--- src/rtl/diag_pkg.sv ---
package diag_pkg;
  localparam logic [6:0] ID_DEV_ADDR   = 7'h50;
  localparam logic [6:0] DIAG_DEV_ADDR = 7'h51;
  localparam int MON_WORDS = 5;
  localparam int MON_W     = 16;
  localparam int MON_BITS  = MON_WORDS * MON_W;
  localparam int MON_BYTES = MON_BITS / 8;

  typedef enum logic [2:0] {
    ST_IDLE, ST_ADDR, ST_AACK, ST_WBYTE, ST_WACK, ST_RBYTE, ST_RACK
  } tw_state_e;
endpackage

--- src/rtl/tw_line_sync.sv ---
module tw_line_sync #(
  parameter int STAGES = 2
) (
  input  logic clk,
  input  logic rst,
  input  logic scl_i,
  input  logic sda_i,
  output logic sda_lvl,
  output logic scl_rise,
  output logic scl_fall,
  output logic bus_start,
  output logic bus_stop
);
  logic [STAGES-1:0] scl_sr, sda_sr;
  logic scl_d, sda_d, scl_now, sda_now;

  assign scl_now = scl_sr[STAGES-1];
  assign sda_now = sda_sr[STAGES-1];

  always_ff @(posedge clk) begin
    if (rst) begin
      scl_sr <= '1;
      sda_sr <= '1;
      scl_d  <= 1'b1;
      sda_d  <= 1'b1;
    end else begin
      scl_sr <= {scl_sr[STAGES-2:0], scl_i};
      sda_sr <= {sda_sr[STAGES-2:0], sda_i};
      scl_d  <= scl_now;
      sda_d  <= sda_now;
    end
  end

  assign sda_lvl   = sda_now;
  assign scl_rise  = scl_now & ~scl_d;
  assign scl_fall  = ~scl_now & scl_d;
  assign bus_start = scl_now & scl_d & sda_d & ~sda_now;
  assign bus_stop  = scl_now & scl_d & ~sda_d & sda_now;
endmodule

--- src/rtl/tw_target_fsm.sv ---
module tw_target_fsm
  import diag_pkg::*;
#(
  parameter int MAX_WR = 8
) (
  input  logic       clk,
  input  logic       rst,
  input  logic       sda_lvl,
  input  logic       scl_rise,
  input  logic       scl_fall,
  input  logic       bus_start,
  input  logic       bus_stop,
  input  logic [7:0] rd_data,
  output logic       sda_oe,
  output logic       ptr_wr,
  output logic       data_wr,
  output logic [7:0] wr_byte,
  output logic       rd_adv,
  output logic       snap_req,
  output logic       map_diag,
  output logic       xfer_end
);
  localparam int CW = $clog2(MAX_WR + 1);

  tw_state_e     state;
  logic [3:0]    bit_cnt;
  logic [7:0]    shreg;
  logic          is_read, first_b, m_ack;
  logic [CW-1:0] wr_cnt;
  logic          addr_hit;

  assign addr_hit = (shreg[7:1] == ID_DEV_ADDR) || (shreg[7:1] == DIAG_DEV_ADDR);

  always_ff @(posedge clk) begin
    if (rst) begin
      state    <= ST_IDLE;
      bit_cnt  <= '0;
      shreg    <= '0;
      sda_oe   <= 1'b0;
      is_read  <= 1'b0;
      first_b  <= 1'b0;
      m_ack    <= 1'b0;
      wr_cnt   <= '0;
      map_diag <= 1'b0;
      ptr_wr   <= 1'b0;
      data_wr  <= 1'b0;
      wr_byte  <= '0;
      rd_adv   <= 1'b0;
      snap_req <= 1'b0;
      xfer_end <= 1'b0;
    end else begin
      ptr_wr   <= 1'b0;
      data_wr  <= 1'b0;
      rd_adv   <= 1'b0;
      snap_req <= 1'b0;
      xfer_end <= bus_start | bus_stop;
      if (bus_start) begin
        state   <= ST_ADDR;
        bit_cnt <= '0;
        sda_oe  <= 1'b0;
      end else if (bus_stop) begin
        state  <= ST_IDLE;
        sda_oe <= 1'b0;
      end else begin
        unique case (state)
          ST_IDLE: ;
          ST_ADDR, ST_WBYTE: begin
            if (scl_rise && bit_cnt < 4'd8) begin
              shreg   <= {shreg[6:0], sda_lvl};
              bit_cnt <= bit_cnt + 4'd1;
            end else if (scl_fall && bit_cnt == 4'd8) begin
              if (state == ST_ADDR) begin
                if (addr_hit) begin
                  sda_oe   <= 1'b1;
                  state    <= ST_AACK;
                  is_read  <= shreg[0];
                  map_diag <= (shreg[7:1] == DIAG_DEV_ADDR);
                  snap_req <= shreg[0] & (shreg[7:1] == DIAG_DEV_ADDR);
                end else begin
                  state <= ST_IDLE;
                end
              end else begin
                state   <= ST_WACK;
                wr_byte <= shreg;
                if (first_b) begin
                  first_b <= 1'b0;
                  ptr_wr  <= 1'b1;
                  sda_oe  <= 1'b1;
                end else if (wr_cnt < CW'(MAX_WR)) begin
                  wr_cnt  <= wr_cnt + 1'b1;
                  data_wr <= 1'b1;
                  sda_oe  <= 1'b1;
                end else begin
                  sda_oe <= 1'b0;
                end
              end
            end
          end
          ST_AACK: begin
            if (scl_fall) begin
              bit_cnt <= '0;
              if (is_read) begin
                shreg  <= rd_data;
                sda_oe <= ~rd_data[7];
                state  <= ST_RBYTE;
              end else begin
                sda_oe  <= 1'b0;
                first_b <= 1'b1;
                wr_cnt  <= '0;
                state   <= ST_WBYTE;
              end
            end
          end
          ST_WACK: begin
            if (scl_fall) begin
              sda_oe  <= 1'b0;
              bit_cnt <= '0;
              state   <= ST_WBYTE;
            end
          end
          ST_RBYTE: begin
            if (scl_fall) begin
              if (bit_cnt == 4'd7) begin
                sda_oe  <= 1'b0;
                bit_cnt <= '0;
                rd_adv  <= 1'b1;
                state   <= ST_RACK;
              end else begin
                bit_cnt <= bit_cnt + 4'd1;
                shreg   <= {shreg[6:0], 1'b0};
                sda_oe  <= ~shreg[6];
              end
            end
          end
          ST_RACK: begin
            if (scl_rise) m_ack <= ~sda_lvl;
            else if (scl_fall) begin
              if (m_ack) begin
                shreg  <= rd_data;
                sda_oe <= ~rd_data[7];
                state  <= ST_RBYTE;
              end else begin
                state <= ST_IDLE;
              end
            end
          end
          default: state <= ST_IDLE;
        endcase
      end
    end
  end

  // a stop condition leaves the data line released
  a_r11_stop_release: assert property (@(posedge clk) disable iff (rst)
    bus_stop |=> !sda_oe);

  // pointer load, store and read advance never coincide
  a_r2_one_ptr_event: assert property (@(posedge clk) disable iff (rst)
    $onehot0({ptr_wr, data_wr, rd_adv}));

  // an unknown address is never acknowledged
  a_r1_nack_foreign: assert property (@(posedge clk) disable iff (rst)
    (state == ST_ADDR && scl_fall && bit_cnt == 4'd8 && !addr_hit && !bus_start && !bus_stop)
      |=> !sda_oe);

  // stored data bytes per transaction stay within the limit
  a_r10_write_limit: assert property (@(posedge clk) disable iff (rst)
    data_wr |-> (wr_cnt <= CW'(MAX_WR)));
endmodule

--- src/rtl/diag_regfile.sv ---
module diag_regfile
  import diag_pkg::*;
#(
  parameter int         ROM_MUL   = 3,
  parameter logic [7:0] ID_BASE   = 8'h11,
  parameter logic [7:0] DIAG_BASE = 8'h40,
  parameter int         MON_LO    = 96,
  parameter int         CTRL_AT   = 110,
  parameter int         USER_LO   = 128,
  parameter int         USER_HI   = 247
) (
  input  logic                clk,
  input  logic                rst,
  input  logic                ptr_wr,
  input  logic                data_wr,
  input  logic [7:0]          wr_byte,
  input  logic                rd_adv,
  input  logic                snap_req,
  input  logic                map_diag,
  input  logic                xfer_end,
  input  logic                tx_dis_pin,
  input  logic                sig_det,
  input  logic                mon_ready,
  input  logic [MON_BITS-1:0] mon_flat,
  output logic [7:0]          rd_data,
  output logic                tx_disable
);
  localparam int         USER_DEPTH = USER_HI - USER_LO + 1;
  localparam int         UA_W       = $clog2(USER_DEPTH);
  localparam logic [7:0] MON_LO_B   = 8'(MON_LO);
  localparam logic [7:0] MON_END_B  = 8'(MON_LO + MON_BYTES);
  localparam logic [7:0] CTRL_B     = 8'(CTRL_AT);
  localparam logic [7:0] USER_LO_B  = 8'(USER_LO);
  localparam logic [7:0] USER_HI_B  = 8'(USER_HI);

  logic [7:0]          ptr;
  logic                soft_dis, spare;
  logic                pin_q, sd_q, rdy_q;
  logic [MON_BITS-1:0] live_q, shadow;
  logic                shadow_valid;
  logic [7:0]          mem [USER_DEPTH];
  logic [7:0]          ram_q, rd_nxt, mon_byte, ctrl_rd, mon_idx;
  logic [UA_W-1:0]     ram_a;
  logic                in_user, in_mon, snap_ok;
  logic [MON_BITS-1:0] mon_src;

  function automatic logic [7:0] rom_byte(input logic [7:0] a, input logic [7:0] base);
    logic [15:0] t;
    t = 16'(a) * 16'(ROM_MUL) + 16'(base);
    return t[7:0];
  endfunction

  assign in_user = (ptr >= USER_LO_B) && (ptr <= USER_HI_B);
  assign in_mon  = (ptr >= MON_LO_B) && (ptr < MON_END_B);
  assign snap_ok = in_mon && !ptr[0];
  assign ram_a   = UA_W'(ptr - USER_LO_B);
  assign mon_idx = ptr - MON_LO_B;
  assign mon_src = shadow_valid ? shadow : live_q;
  assign mon_byte = 8'(mon_src >> (8 * (MON_BYTES - 1 - int'(mon_idx))));
  assign ctrl_rd = {pin_q, soft_dis, 1'b0, 1'b1, spare, 1'b0, sd_q, ~rdy_q};

  // input capture, no reset needed
  always_ff @(posedge clk) begin
    pin_q  <= tx_dis_pin;
    sd_q   <= sig_det;
    rdy_q  <= mon_ready;
    live_q <= mon_flat;
  end

  // user storage, block-RAM friendly
  always_ff @(posedge clk) begin
    if (data_wr && map_diag && in_user) mem[ram_a] <= wr_byte;
    if (in_user) ram_q <= mem[ram_a];
  end

  always_ff @(posedge clk) begin
    if (rst) begin
      ptr          <= '0;
      soft_dis     <= 1'b0;
      spare        <= 1'b0;
      shadow       <= '0;
      shadow_valid <= 1'b0;
      tx_disable   <= 1'b0;
    end else begin
      tx_disable <= pin_q | soft_dis;
      if (ptr_wr) ptr <= wr_byte;
      else if (data_wr || rd_adv) ptr <= ptr + 8'd1;
      if (data_wr && map_diag && ptr == CTRL_B) begin
        soft_dis <= wr_byte[6];
        spare    <= wr_byte[3];
      end
      if (snap_req && snap_ok) begin
        shadow       <= live_q;
        shadow_valid <= 1'b1;
      end else if (xfer_end) begin
        shadow_valid <= 1'b0;
      end
    end
  end

  always_comb begin
    if (!map_diag)            rd_nxt = rom_byte(ptr, ID_BASE);
    else if (ptr < MON_LO_B)  rd_nxt = rom_byte(ptr, DIAG_BASE);
    else if (in_mon)          rd_nxt = mon_byte;
    else if (ptr == CTRL_B)   rd_nxt = ctrl_rd;
    else if (in_user)         rd_nxt = ram_q;
    else                      rd_nxt = 8'h00;
  end

  always_ff @(posedge clk) begin
    if (rst) rd_data <= '0;
    else     rd_data <= rd_nxt;
  end

  // the hardware pin forces the output two clocks later
  a_r7_pin_forces: assert property (@(posedge clk) disable iff (rst)
    ($past(tx_dis_pin, 2) && !$past(rst)) |-> tx_disable);

  // the soft bit forces the output on the next clock
  a_r7_soft_forces: assert property (@(posedge clk) disable iff (rst)
    soft_dis |=> tx_disable);

  // a taken copy stays frozen until a new capture
  a_r9_shadow_hold: assert property (@(posedge clk) disable iff (rst)
    (shadow_valid && !snap_req) |=> $stable(shadow));

  // pointer wraps from the top to zero
  a_r2_ptr_wrap: assert property (@(posedge clk) disable iff (rst)
    (rd_adv && ptr == 8'hFF) |=> (ptr == 8'h00));
endmodule

--- src/rtl/diag_reg_target.sv ---
module diag_reg_target
  import diag_pkg::*;
#(
  parameter int         SYNC_STAGES = 2,
  parameter int         MAX_WR      = 8,
  parameter int         ROM_MUL     = 3,
  parameter logic [7:0] ID_BASE     = 8'h11,
  parameter logic [7:0] DIAG_BASE   = 8'h40
) (
  input  logic        clk,
  input  logic        rst,
  input  logic        scl_i,
  input  logic        sda_i,
  output logic        sda_oe,
  input  logic        tx_dis_pin,
  input  logic        sig_det,
  input  logic        mon_ready,
  input  logic [15:0] mon_temp,
  input  logic [15:0] mon_vcc,
  input  logic [15:0] mon_bias,
  input  logic [15:0] mon_txpwr,
  input  logic [15:0] mon_rxpwr,
  output logic        tx_disable
);
  logic sda_lvl, scl_rise, scl_fall, bus_start, bus_stop;
  logic ptr_wr, data_wr, rd_adv, snap_req, map_diag, xfer_end;
  logic [7:0] wr_byte, rd_data;
  logic [MON_BITS-1:0] mon_flat;

  assign mon_flat = {mon_temp, mon_vcc, mon_bias, mon_txpwr, mon_rxpwr};

  tw_line_sync #(.STAGES(SYNC_STAGES)) u_sync (
    .clk(clk), .rst(rst), .scl_i(scl_i), .sda_i(sda_i),
    .sda_lvl(sda_lvl), .scl_rise(scl_rise), .scl_fall(scl_fall),
    .bus_start(bus_start), .bus_stop(bus_stop)
  );

  tw_target_fsm #(.MAX_WR(MAX_WR)) u_fsm (
    .clk(clk), .rst(rst), .sda_lvl(sda_lvl), .scl_rise(scl_rise),
    .scl_fall(scl_fall), .bus_start(bus_start), .bus_stop(bus_stop),
    .rd_data(rd_data), .sda_oe(sda_oe), .ptr_wr(ptr_wr), .data_wr(data_wr),
    .wr_byte(wr_byte), .rd_adv(rd_adv), .snap_req(snap_req),
    .map_diag(map_diag), .xfer_end(xfer_end)
  );

  diag_regfile #(
    .ROM_MUL(ROM_MUL), .ID_BASE(ID_BASE), .DIAG_BASE(DIAG_BASE)
  ) u_regs (
    .clk(clk), .rst(rst), .ptr_wr(ptr_wr), .data_wr(data_wr),
    .wr_byte(wr_byte), .rd_adv(rd_adv), .snap_req(snap_req),
    .map_diag(map_diag), .xfer_end(xfer_end), .tx_dis_pin(tx_dis_pin),
    .sig_det(sig_det), .mon_ready(mon_ready), .mon_flat(mon_flat),
    .rd_data(rd_data), .tx_disable(tx_disable)
  );
endmodule

--- config.mk ---
export PLATFORM = sky130hd
export DESIGN_NAME = diag_reg_target
export DESIGN_NICKNAME = d
export VERILOG_FILES = /design/src/rtl/diag_pkg.sv /design/src/rtl/tw_line_sync.sv /design/src/rtl/tw_target_fsm.sv /design/src/rtl/diag_regfile.sv /design/src/rtl/diag_reg_target.sv
export SDC_FILE = /design/constraint.sdc
export NUM_CORES = 1
export LEC_CHECK = 0
export BUFFER_PORTS_ARGS = -buffer_cell sky130_fd_sc_hd__buf_4
export CELL_PAD_IN_SITES_DETAIL_PLACEMENT = 0
export CELL_PAD_IN_SITES_GLOBAL_PLACEMENT = 1
export CORE_UTILIZATION = 54
export DETAILED_ROUTE_END_ITERATION = 10
export PLACE_DENSITY_LB_ADDON = 0.25
export SETUP_SLACK_MARGIN = 0.4
export SLEW_MARGIN = 20
export SYNTH_ARGS = -nofsm -noshare
export SYNTH_HDL_FRONTEND = slang
export SYNTH_SLANG_ARGS = --single-unit
--- constraint.sdc ---
create_clock -name clk -period 4.62 [get_ports clk]
set_clock_uncertainty 0.2 [all_clocks]
set_input_delay 0.924 -clock clk [delete_from_list [all_inputs] [get_ports clk]]
set_output_delay 0.924 -clock clk [all_outputs]
set_load 0.02 [all_outputs]
* Word level (Yosys, flattened, before mapping)
Memory sizes are Yosys's and may differ from the RTL's. A register that Yosys moved wholly into a read port is not among the register bits. Index checks and enable logic that the tools add are counted.
Cells by class: equality and inequality tests 38, reductions and logical operators 37, shift operators 1, add/subtract/negate cells 8, multiplexer cells 72, bitwise gates (word level) 27, magnitude comparators 7, multipliers 1
Operators with widths (count):
- 2-to-1 mux 8 bit | 15
- 2-to-1 mux 80 bit | 1
- right shift 80 x 32 -> 8 bit | 1
- 2-to-1 mux 4 bit | 11
- 2-to-1 mux 3 bit | 11
- one-hot mux 8 bit (4 select lines) | 1
- 2-to-1 mux 1 bit | 27
- inequality test 4 x 1 -> 1 bit (second input constant) | 6
- inequality test 2 x 1 -> 1 bit (second input constant) | 11
- AND reduction 10 bit | 2
- one-hot mux 3 bit (6 select lines) | 1
- AND reduction 9 bit | 2
- inverter 1 bit | 17
- < comparator 8 x 7 -> 1 bit (second input constant) | 2
- OR reduction 8 bit | 2
- == test 7 bit (second input constant) | 2
- inequality test 2 bit (second input constant) | 6
- one-hot mux 4 bit (3 select lines) | 1
- AND reduction 11 bit | 1
- == test 3 bit (second input constant) | 3
- logical AND 1 bit | 9
- subtractor 4 x 8 -> 9 bit (first input constant) | 1
- adder 4 x 1 -> 4 bit (second input constant) | 2
- adder 8 x 1 -> 8 bit (second input constant) | 1
- other kinds (40) | 55
Storage, ports and cells: bits in registers 226, memory bits (writable) 960, memories kept 1, output and inout bits 2, word-level logic and storage cells 223
Memory list:
- u_regs.mem | words 120, width 8, rd ports 1, clocked after Yosys merged registers in 1, wr ports 1, RTL line diag_regfile.sv:41 | logic [7:0] mem [USER_DEPTH];

* Logic depth before layout (Yosys ltp)
Gate-level depths: netlist of the first run.
word-level depth 9, mapped depth 14

* By module
Synthesis of the first run repeated with hierarchy kept, for this count alone.
Second synthesis, totals: cells, all modules 2795, area total of the unflattened synthesis 47361.7 µm²
By module, submodules not included:
- diag_regfile | times used 1, area each 45104.5 µm², cells an instance 2529, seq. area each 32731.4 µm²
- tw_target_fsm | times used 1, area each 2067.0 µm², cells an instance 250, seq. area each 740.7 µm²
- tw_line_sync | times used 1, area each 190.2 µm², cells an instance 16, seq. area each 120.1 µm²

* Least setup slack after synthesis of the first run
Ideal clock, no wire load.
path kind register to register, start point register u_regs.ptr[1], end point memory u_regs.mem[30][0], enable pin, stages on the path, launching flop included 14, required time 4.050 ns, period minus slack after synthesis 3.615 ns, arrival 3.045 ns, slack 1.005 ns, buffers on the path 4, cell sequence dfxtp_1 buf_4 buf_2 inv_1 clkbuf_1 ha_1 a41oi_1 a41o_1 inv_1 nand2_1 nor2_1 nand2_1 clkbuf_1 nor2_1
On the way: word-level cells in the longest chain between the ends 5, elaborated cells between the ends (all ways) 7
Ends and longest elaborated chain:
- start: declaration | RTL line diag_regfile.sv:36 | logic [7:0] ptr;
- start signal: assignment | RTL line diag_regfile.sv:86 | if (ptr_wr) ptr <= wr_byte;
- start signal: assignment | RTL line diag_regfile.sv:87 | else if (data_wr || rd_adv) ptr <= ptr + 8'd1;
- >= comparator 8 bit / less-or-equal comparator 8 bit (equally long branches) | RTL line diag_regfile.sv:53 | assign in_user = (ptr >= USER_LO_B) && (ptr <= USER_HI_B);
- logical AND 1 bit * | RTL line diag_regfile.sv:53
- via u_regs.in_user | RTL line diag_regfile.sv:44 | logic in_user, in_mon, snap_ok;
- logical AND 1 bit * | RTL line diag_regfile.sv:72 | if (data_wr && map_diag && in_user) mem[ram_a] <= wr_byte;
- 2-to-1 mux 1 bit * | RTL line diag_regfile.sv:72
- 2-to-1 mux 1 bit (implied by the code) * | RTL line diag_regfile.sv:72
- end: declaration | RTL line diag_regfile.sv:41
The timed path passes the listed nets; every way through them passes the cells marked *.

* Final worst setup path of the first run
start point register u_regs.ptr[1], end point memory u_regs.mem[91][6], enable pin
On the way: word-level cells in the longest chain between the ends 5, elaborated cells between the ends (all ways) 7
Ends and longest elaborated chain (RTL line):
- >= comparator 8 bit / less-or-equal comparator 8 bit (equally long branches) | diag_regfile.sv:53
- logical AND 1 bit | diag_regfile.sv:53
- logical AND 1 bit | diag_regfile.sv:72
- 2-to-1 mux 1 bit | diag_regfile.sv:72
- 2-to-1 mux 1 bit (implied by the code) | diag_regfile.sv:72
Parallel ways exist; a longest one is shown, timed or not.

==> results.sh, run 1 <==
export IMPL_hold_violations=0
export IMPL_synth_largest_area_cell="edfxtp_1"
export IMPL_cts_buffers=115
export IMPL_cp_max_fo=36
export IMPL_max_freq_mhz=279
export IMPL_place_hpwl_mm=72.6
export IMPL_core_area_um2=86600
export IMPL_drt_pre_antenna_iters=5
export IMPL_postSynthAreaPerCell_um2=16.7
export IMPL_seq_area_frac_synth_pct=71.2
export IMPL_multi_input_area_um2=12600
export IMPL_worst_pin_slew_ns=1.14
export IMPL_cp_slowest_cell="nor2_1"
export IMPL_path_cells="buf_4 -> buf_4 -> ha_1 -> nand2_1 -> buf_4 -> nor2_1"
export IMPL_syn_num_nets=2945
export IMPL_drv_cap=0
export IMPL_synthDistinctLibCells=81
export IMPL_critPathTopFamily="buffers and inverters"
export IMPL_grt_usage_pct=26.4
export IMPL_drtIter0Drc=2837
export IMPL_postCtsHoldBufs=0
export IMPL_cts_max_level=3
export IMPL_fin_area_um2=52800
export IMPL_synth_flop_cell="edfxtp_1"
export IMPL_placed_area_um2=49000
export IMPL_drc=0
export IMPL_hold_path_class="in2reg"
export IMPL_vdd_drop_max_uv=425
export IMPL_synth_edf_count=968
export IMPL_ant_nets=0
export IMPL_start_kind="register"
export IMPL_dieArea_um2=88600
export IMPL_place_congestion=0.860
export IMPL_grt_setup_unrepaired="no"
export IMPL_start_util_pct=54.5
export IMPL_arrival_ns=3.72
export IMPL_cts_root_buffer="clkbuf_16"
export IMPL_cts_resized=0
export IMPL_crit_type="reg2reg"
export IMPL_crit_path_max_incr_delay_ns=0.71
export IMPL_drive_above_1_share_pct=20.3
export IMPL_status="finished, final reports clean"
export IMPL_clk_pin_slew_ns=0.06
export IMPL_grt_pass1_vias=26200
export IMPL_syn_inst=2825
export IMPL_syn_to_final_growth_pct=11.9
export IMPL_regArea_um2=33600
export IMPL_clock_latency_ns=0.72
export IMPL_clock_path_buffers=3
export IMPL_synth_top_area_share_pct=61.6
export IMPL_setup_viol=0
export IMPL_period_needed_ns=3.59
export IMPL_row_count=108
export IMPL_num_fill_cells=6224
export IMPL_drt_total_wl_mm=116
export IMPL_synthArstFlopShare_pct=0
export IMPL_n_antenna_cell=0
export IMPL_crit_path_frequent_cell="buf_4"
export IMPL_io_pins=89
export IMPL_io_buffers=88
export IMPL_relSlewSlack_pct=23.9
export IMPL_powerDensity_nw_per_um2=399
export IMPL_ys_ff_latch=1194
export IMPL_setup_tns_ns=0
export IMPL_grt_max_degree=140
export IMPL_final_nets=3045
export IMPL_num_vias=26100
export IMPL_die_h_um=298
export IMPL_die_x_um=298
export IMPL_overflow=0
export IMPL_cts_tree="done"
export IMPL_min_period_over_period_pct=77.7
export IMPL_wl_per_cell_um=27.7
export IMPL_p_leak_nw=16.8
export IMPL_drv_slew=0
export IMPL_synthTopCellsByArea="edfxtp_1 (62%), mux4_2 (12%), dfxtp_1 (9.6%), nand2_1 (2.4%), mux2i_1 (1.7%)"
export IMPL_postCtsSetupRepairBufs=0
export IMPL_grt_first_pass_wirelength_mm=173
export IMPL_cts_sinks=1194
export IMPL_cp_end_kind="register"
export IMPL_antenna_found_initial=0
export IMPL_worst_path_buf_inv=3
export IMPL_viasPerCell=6.24
export IMPL_ys_warn_count=0
export IMPL_worstPathRequired_ns=4.75
export IMPL_syn_cell_area_um2=47200
## final timing paths
check	start	slack [ns]	end	cells past startpoint
worst max-delay path	u_regs.ptr[1]	1.03	u_regs.mem[91][6]	6
worst max register to register	u_regs.ptr[1]	1.03	u_regs.mem[91][6]	6
worst min-delay path	mon_temp[8]	0.12	u_regs.live_q[72]	1
worst min register to register	u_sync.sda_sr[0]	0.22	u_sync.sda_sr[1]	1
## cells in the final DEF, fill, tap and decap left out, types with 22 or more instances in the layout
master     Yosys  final
clkbuf_16      0    118
clkinv_2       0     22
a21oi_1      154    154
clkinv_1       4     29
ha_1          32     32
o21ai_0       30     30
dfxtp_1      226    212
nand2_1      303    303
mux4_2       255    255
edfxtp_1     968    968
buf_4         26    138
mux2i_1       80     80
o22ai_1       45     45
nand3_1       33     33
nor3_1        23     23
a22oi_1       48     48
nor2_1       199    199
## power by group
| group | internal, mW | switching (mW) | total [mW] |
|---|---|---|---|
| registers | 11.5 | 0.0266 | 11.5 |
| clock network | 5.41 | 4.01 | 9.42 |
| logic | 0.0814 | 0.0602 | 0.142 |
| total | 17.0 | 4.09 | 21.1 |
## Yosys cell counts (all sizes together) (5+ instances only)
master,instances
and2,17
a21o,7
xnor2,19
nand2,303
mux4,255
inv,17
xor2,5
nand2b,12
a22oi,48
or2,9
o22ai,45
a2111oi,10
ha,32
nor2b,17
nand3,33
nor3b,5
a221oi,6
a21oi,154
nor4,13
o21ai,31
o2111ai,5
clkbuf,61
nor2,199
a221o,5
a211oi,13
nand4,16
nor3,23
nand3b,7
mux2i,80
edfxtp,968
o211ai,5
dfxtp,226
and3,8
buf,102
a31oi,13
## flip-flops by register name (all words and copies together) (netlist names), 2 cells and up
signal / count
u_regs.mem: 960
u_regs.shadow: 80
u_regs.ptr: 8
u_fsm.wr_byte: 8
u_regs.ram_q: 8
u_fsm.shreg: 8
u_sync.sda_sr: 2
u_fsm.state: 3
u_fsm.bit_cnt: 4
u_regs.live_q: 80
u_fsm.wr_cnt: 4
u_sync.scl_sr: 2
u_regs.rd_data: 8
## layout make-up
| cell class | count | area share (%) |
|---|---|---|
| clock buffer | 142 | 5.84 |
| clock inverter | 73 | 1.41 |
| inverter | 21 | 0.149 |
| multi-input combinational | 1447 | 23.9 |
| sequential | 1194 | 63.7 |
| tap | 1155 | 2.74 |
| timing repair buffer | 146 | 2.27 |
## per-layer routing
metal	up-vias	share of wire [%]	global-route usage [%]	routed length, µm
met3	198	8.4	4.77	9760
met2	1234	48	41.5	55200
met5	-	0	0	0
met4	0	3.0	8.39	3440
li1	11300	-	-	-
met1	13400	41	37.6	47400
## cells by family (layout without fill, tap and decap cells)
logic type	count (synthesis)	count (layout)	share of synthesized area [%]
simple gates	681	681	6.42
mux	338	338	13.9
buf+inv	184	382	2.10
compound gates	371	371	5.02
fa+ha+maj	33	33	0.891
xor+xnor	24	24	0.461
flops	1194	1194	71.2
## through the flow
| step | std cells | hold WS [ns] | total power, mW | worst slack (ns) | util, % |
|---|---|---|---|---|---|
| floorplan | 2825 | 0.189 | 11.8 | 1.00 | - |
| global placement | 3963 | 0.203 | 11.9 | 1.09 | 56.5 |
| detailed placement | 3963 | 0.198 | 11.9 | 1.03 | 56.5 |
| CTS | 4178 | 0.0846 | 21.2 | 1.03 | 61.0 |
| global route | 4178 | 0.0967 | 21.6 | 0.775 | 61.0 |
| finish | 4178 | 0.123 | 21.1 | 1.03 | 61.0 |
Note: power is estimated with default switching activity, not from simulation.
==> inputs of run 2 (changes only) <==
--- a/config.mk
+++ b/config.mk
@@ -8,7 +8,7 @@
 export BUFFER_PORTS_ARGS = -buffer_cell sky130_fd_sc_hd__buf_4
 export CELL_PAD_IN_SITES_DETAIL_PLACEMENT = 0
 export CELL_PAD_IN_SITES_GLOBAL_PLACEMENT = 1
-export CORE_UTILIZATION = 54
+export CORE_UTILIZATION = 49
 export DETAILED_ROUTE_END_ITERATION = 10
 export PLACE_DENSITY_LB_ADDON = 0.25
 export SETUP_SLACK_MARGIN = 0.4
==> constraint.sdc (replaced) <==
create_clock -name clk -period 3.1 [get_ports clk]
set_clock_uncertainty 0.2 [all_clocks]
set_input_delay 0.62 -clock clk [delete_from_list [all_inputs] [get_ports clk]]
set_output_delay 0.62 -clock clk [all_outputs]
set_load 0.02 [all_outputs]
==> run 2 against run 1 <==
First-iteration DRC count grew 9.2%; largest cell class unchanged; final cell count rose by 12%; wire length up 12%; sequential power up 50%; fmax is 28% higher; highest routed layer is now met5.
==> results.sh, run 2 (synthesis results as in run 1) <==
export IMPL_hold_violations=0
export IMPL_viasPerCell=6.06
export IMPL_grt_usage_pct=26.1
export IMPL_clock_latency_ns=0.73
export IMPL_fin_util_pct=62.7
export IMPL_io_pins=89
export IMPL_dp_cells=4200
export IMPL_setup_viol=0
export IMPL_layout_common_cells="edfxtp_1 (968), nand2_1 (286), buf_4 (263)"
export IMPL_cp_max_fo=5
export IMPL_start_util_pct=49.6
export IMPL_drt_pre_antenna_iters=6
export IMPL_core_area_um2=95200
export IMPL_crit_type="reg2reg"
export IMPL_wl_per_cell_um=27.8
export IMPL_drive_above_1_share_pct=33.6
export IMPL_place_congestion=0.912
export IMPL_max_freq_mhz=355
export IMPL_overflow=0
export IMPL_finalHoldWorstSlack_ns=0.157
export IMPL_grt_setup_unrepaired="yes"
export IMPL_ant_nets=0
export IMPL_min_period_over_period_pct=90.8
export IMPL_grt_max_degree=82
export IMPL_p_leak_nw=19.4
export IMPL_final_common_cell="edfxtp_1"
export IMPL_reg2reg_slack_ns=0.29
export IMPL_die_h_um=312
export IMPL_period_needed_ns=2.81
export IMPL_row_count=113
export IMPL_min_from="rst"
export IMPL_crit_path_max_incr_delay_ns=0.48
export IMPL_drv_slew=0
export IMPL_worst_pin_slew_ns=0.768
export IMPL_cts_sinks=1194
export IMPL_fin_area_um2=59700
export IMPL_num_fill_cells=6517
export IMPL_placed_area_um2=51200
export IMPL_status="finished, final reports clean"
export IMPL_io_buffers=88
export IMPL_r2r_start="u_regs.ptr[0]"
export IMPL_cts_buffers=118
export IMPL_antenna_found_initial=1
export IMPL_arrival_ns=3.08
export IMPL_cts_root_buffer="clkbuf_16"
export IMPL_place_hpwl_mm=79.6
export IMPL_grt_pass1_vias=28100
export IMPL_cts_tree="done"
export IMPL_drc=0
export IMPL_hold_path_class="in2reg"
export IMPL_min_delay_path_depth=2
export IMPL_grt_first_pass_wirelength_mm=188
export IMPL_drtIter0Drc=3099
export IMPL_rr_worst_depth=10
export IMPL_final_nets=3420
export IMPL_met3_length_mm=9.49
export IMPL_start_kind="register"
export IMPL_syn_to_final_growth_pct=26.4
export IMPL_drt_met1_wl_mm=52.8
export IMPL_clock_path_buffers=3
export IMPL_n_antenna_cell=0
export IMPL_largest_reg_flops=960
export IMPL_top_regs="u_regs.mem: 960 flops, u_regs.live_q: 80 flops, u_regs.shadow: 80 flops"
export IMPL_power_total_mw=32.4
export IMPL_powerDensity_nw_per_um2=542
export IMPL_vdd_drop_max_uv=493
export IMPL_clk_pin_slew_ns=0.06
export IMPL_worstPathRequired_ns=3.37
export IMPL_wl_met2_mm=63.4
export IMPL_relSlewSlack_pct=48.8
export IMPL_num_vias=28300
export IMPL_drt_total_wl_mm=130
export IMPL_hold_end="u_regs.ptr[6]"
export IMPL_cts_max_level=3
export IMPL_regArea_um2=33600
export IMPL_highest_layer="met5"
export IMPL_die_x_um=312
export IMPL_multi_input_area_um2=14200
export IMPL_cp_end_kind="register"
export IMPL_top_register="u_regs.mem"
export IMPL_dieArea_um2=97600
export IMPL_cp_slowest_cell="mux4_2"
export IMPL_fin_cells=4669
export IMPL_r2r_end="u_regs.ram_q[5]"
export IMPL_drv_cap=0
export IMPL_path_cells="buf_12 -> buf_16 -> buf_4 -> mux4_2 -> nand3_1 -> nand3_1 -> a31oi_1 -> buf_4 -> o221ai_1 -> o311a_1"
==> run 2: cell types whose count changed in the layout (fill, tap and decap cells not counted), moves of 9 or more <==
cell | previous run | this run
clkbuf_16 | 118 | 133
nor2_4 | 0 | 113
nand2_1 | 303 | 286
a22oi_1 | 48 | 37
nand2_2 | 0 | 9
buf_16 | 0 | 15
buf_6 | 0 | 43
o22ai_1 | 45 | 36
nor2_1 | 199 | 78
a22oi_2 | 0 | 11
buf_12 | 8 | 95
buf_4 | 138 | 263
dlygate4sd3_1 | 0 | 85
==> run 2: how the worst max path moves through the flow <==
| stage | slack (ns) | to | cells after the start | from |
|---|---|---|---|---|
| finish | 0.29 | u_regs.ram_q[5] | 10 | u_regs.ptr[0] |
| floorplan | 0.24 | u_regs.mem[68][0] | 14 | u_regs.ptr[0] |
| global route | 0.22 | u_regs.rd_data[6] | 10 | u_regs.ptr[0] |
| global placement | -0.19 | u_regs.ram_q[7] | 5 | u_regs.ptr[0] |
| CTS | 0.28 | u_regs.ram_q[5] | 8 | u_regs.ptr[0] |
| detailed placement | -0.22 | u_regs.ram_q[5] | 8 | u_regs.ptr[0] |
==> run 2: stage by stage <==
| stage | setup slack [ns] | setup TNS, ns |
|---|---|---|
| final | 0.287 | 0 |
| after global routing | 0.216 | 0 |
| after detailed placement | -0.222 | -0.620 |
| after global placement | -0.194 | -0.500 |
| after CTS | 0.280 | 0 |
| after floorplan | 0.244 | 0 |
==> run 2: per-layer routing <==
metal	vias up	track usage, %
met5	-	0
met4	2	7.80
met3	252	4.70
met2	1255	42.2
met1	14700	36.3
li1	12100	-
==> run 2: power breakdown <==
part | leakage [nW] | total, mW | internal [mW] | switching, mW
logic | 6.61 | 0.311 | 0.195 | 0.116
registers | 10.8 | 17.2 | 17.1 | 0.0401
clock network | 1.99 | 14.9 | 8.62 | 6.27
total | 19.4 | 32.4 | 25.9 | 6.42
==> run 2: critical path: cells and delay by family, from the launching register on <==
kind                   cells  cell delay (ns)
multiplexers               1             0.48
AND/OR/NAND/NOR            2             0.28
flip-flops                 1             0.36
AO/OA/AOI/OAI              3             0.63
buffers and inverters      4             0.60
==> run 2: what timing repair did <==
| action | CTS | global route |
|---|---|---|
| buffers inserted | 79 | 66 |
| hold buffers | 85 | 0 |
| setup endpoints to repair | 1027 | 890 |
| pin swaps | 46 | 96 |
| gates cloned | 6 | 9 |
| resized for setup | 128 | 134 |
| hold endpoints to repair | 85 | 0 |
==> run 2: area by class of cell <==
cell class / instances / area share [%]
Multi-Input combinational cell: 1447 / 23.8
Clock inverter: 78 / 1.45
Clock buffer: 146 / 5.41
Inverter: 21 / 0.193
Timing Repair Buffer: 518 / 10.1
Tap cell: 1265 / 2.65
Sequential cell: 1194 / 56.4
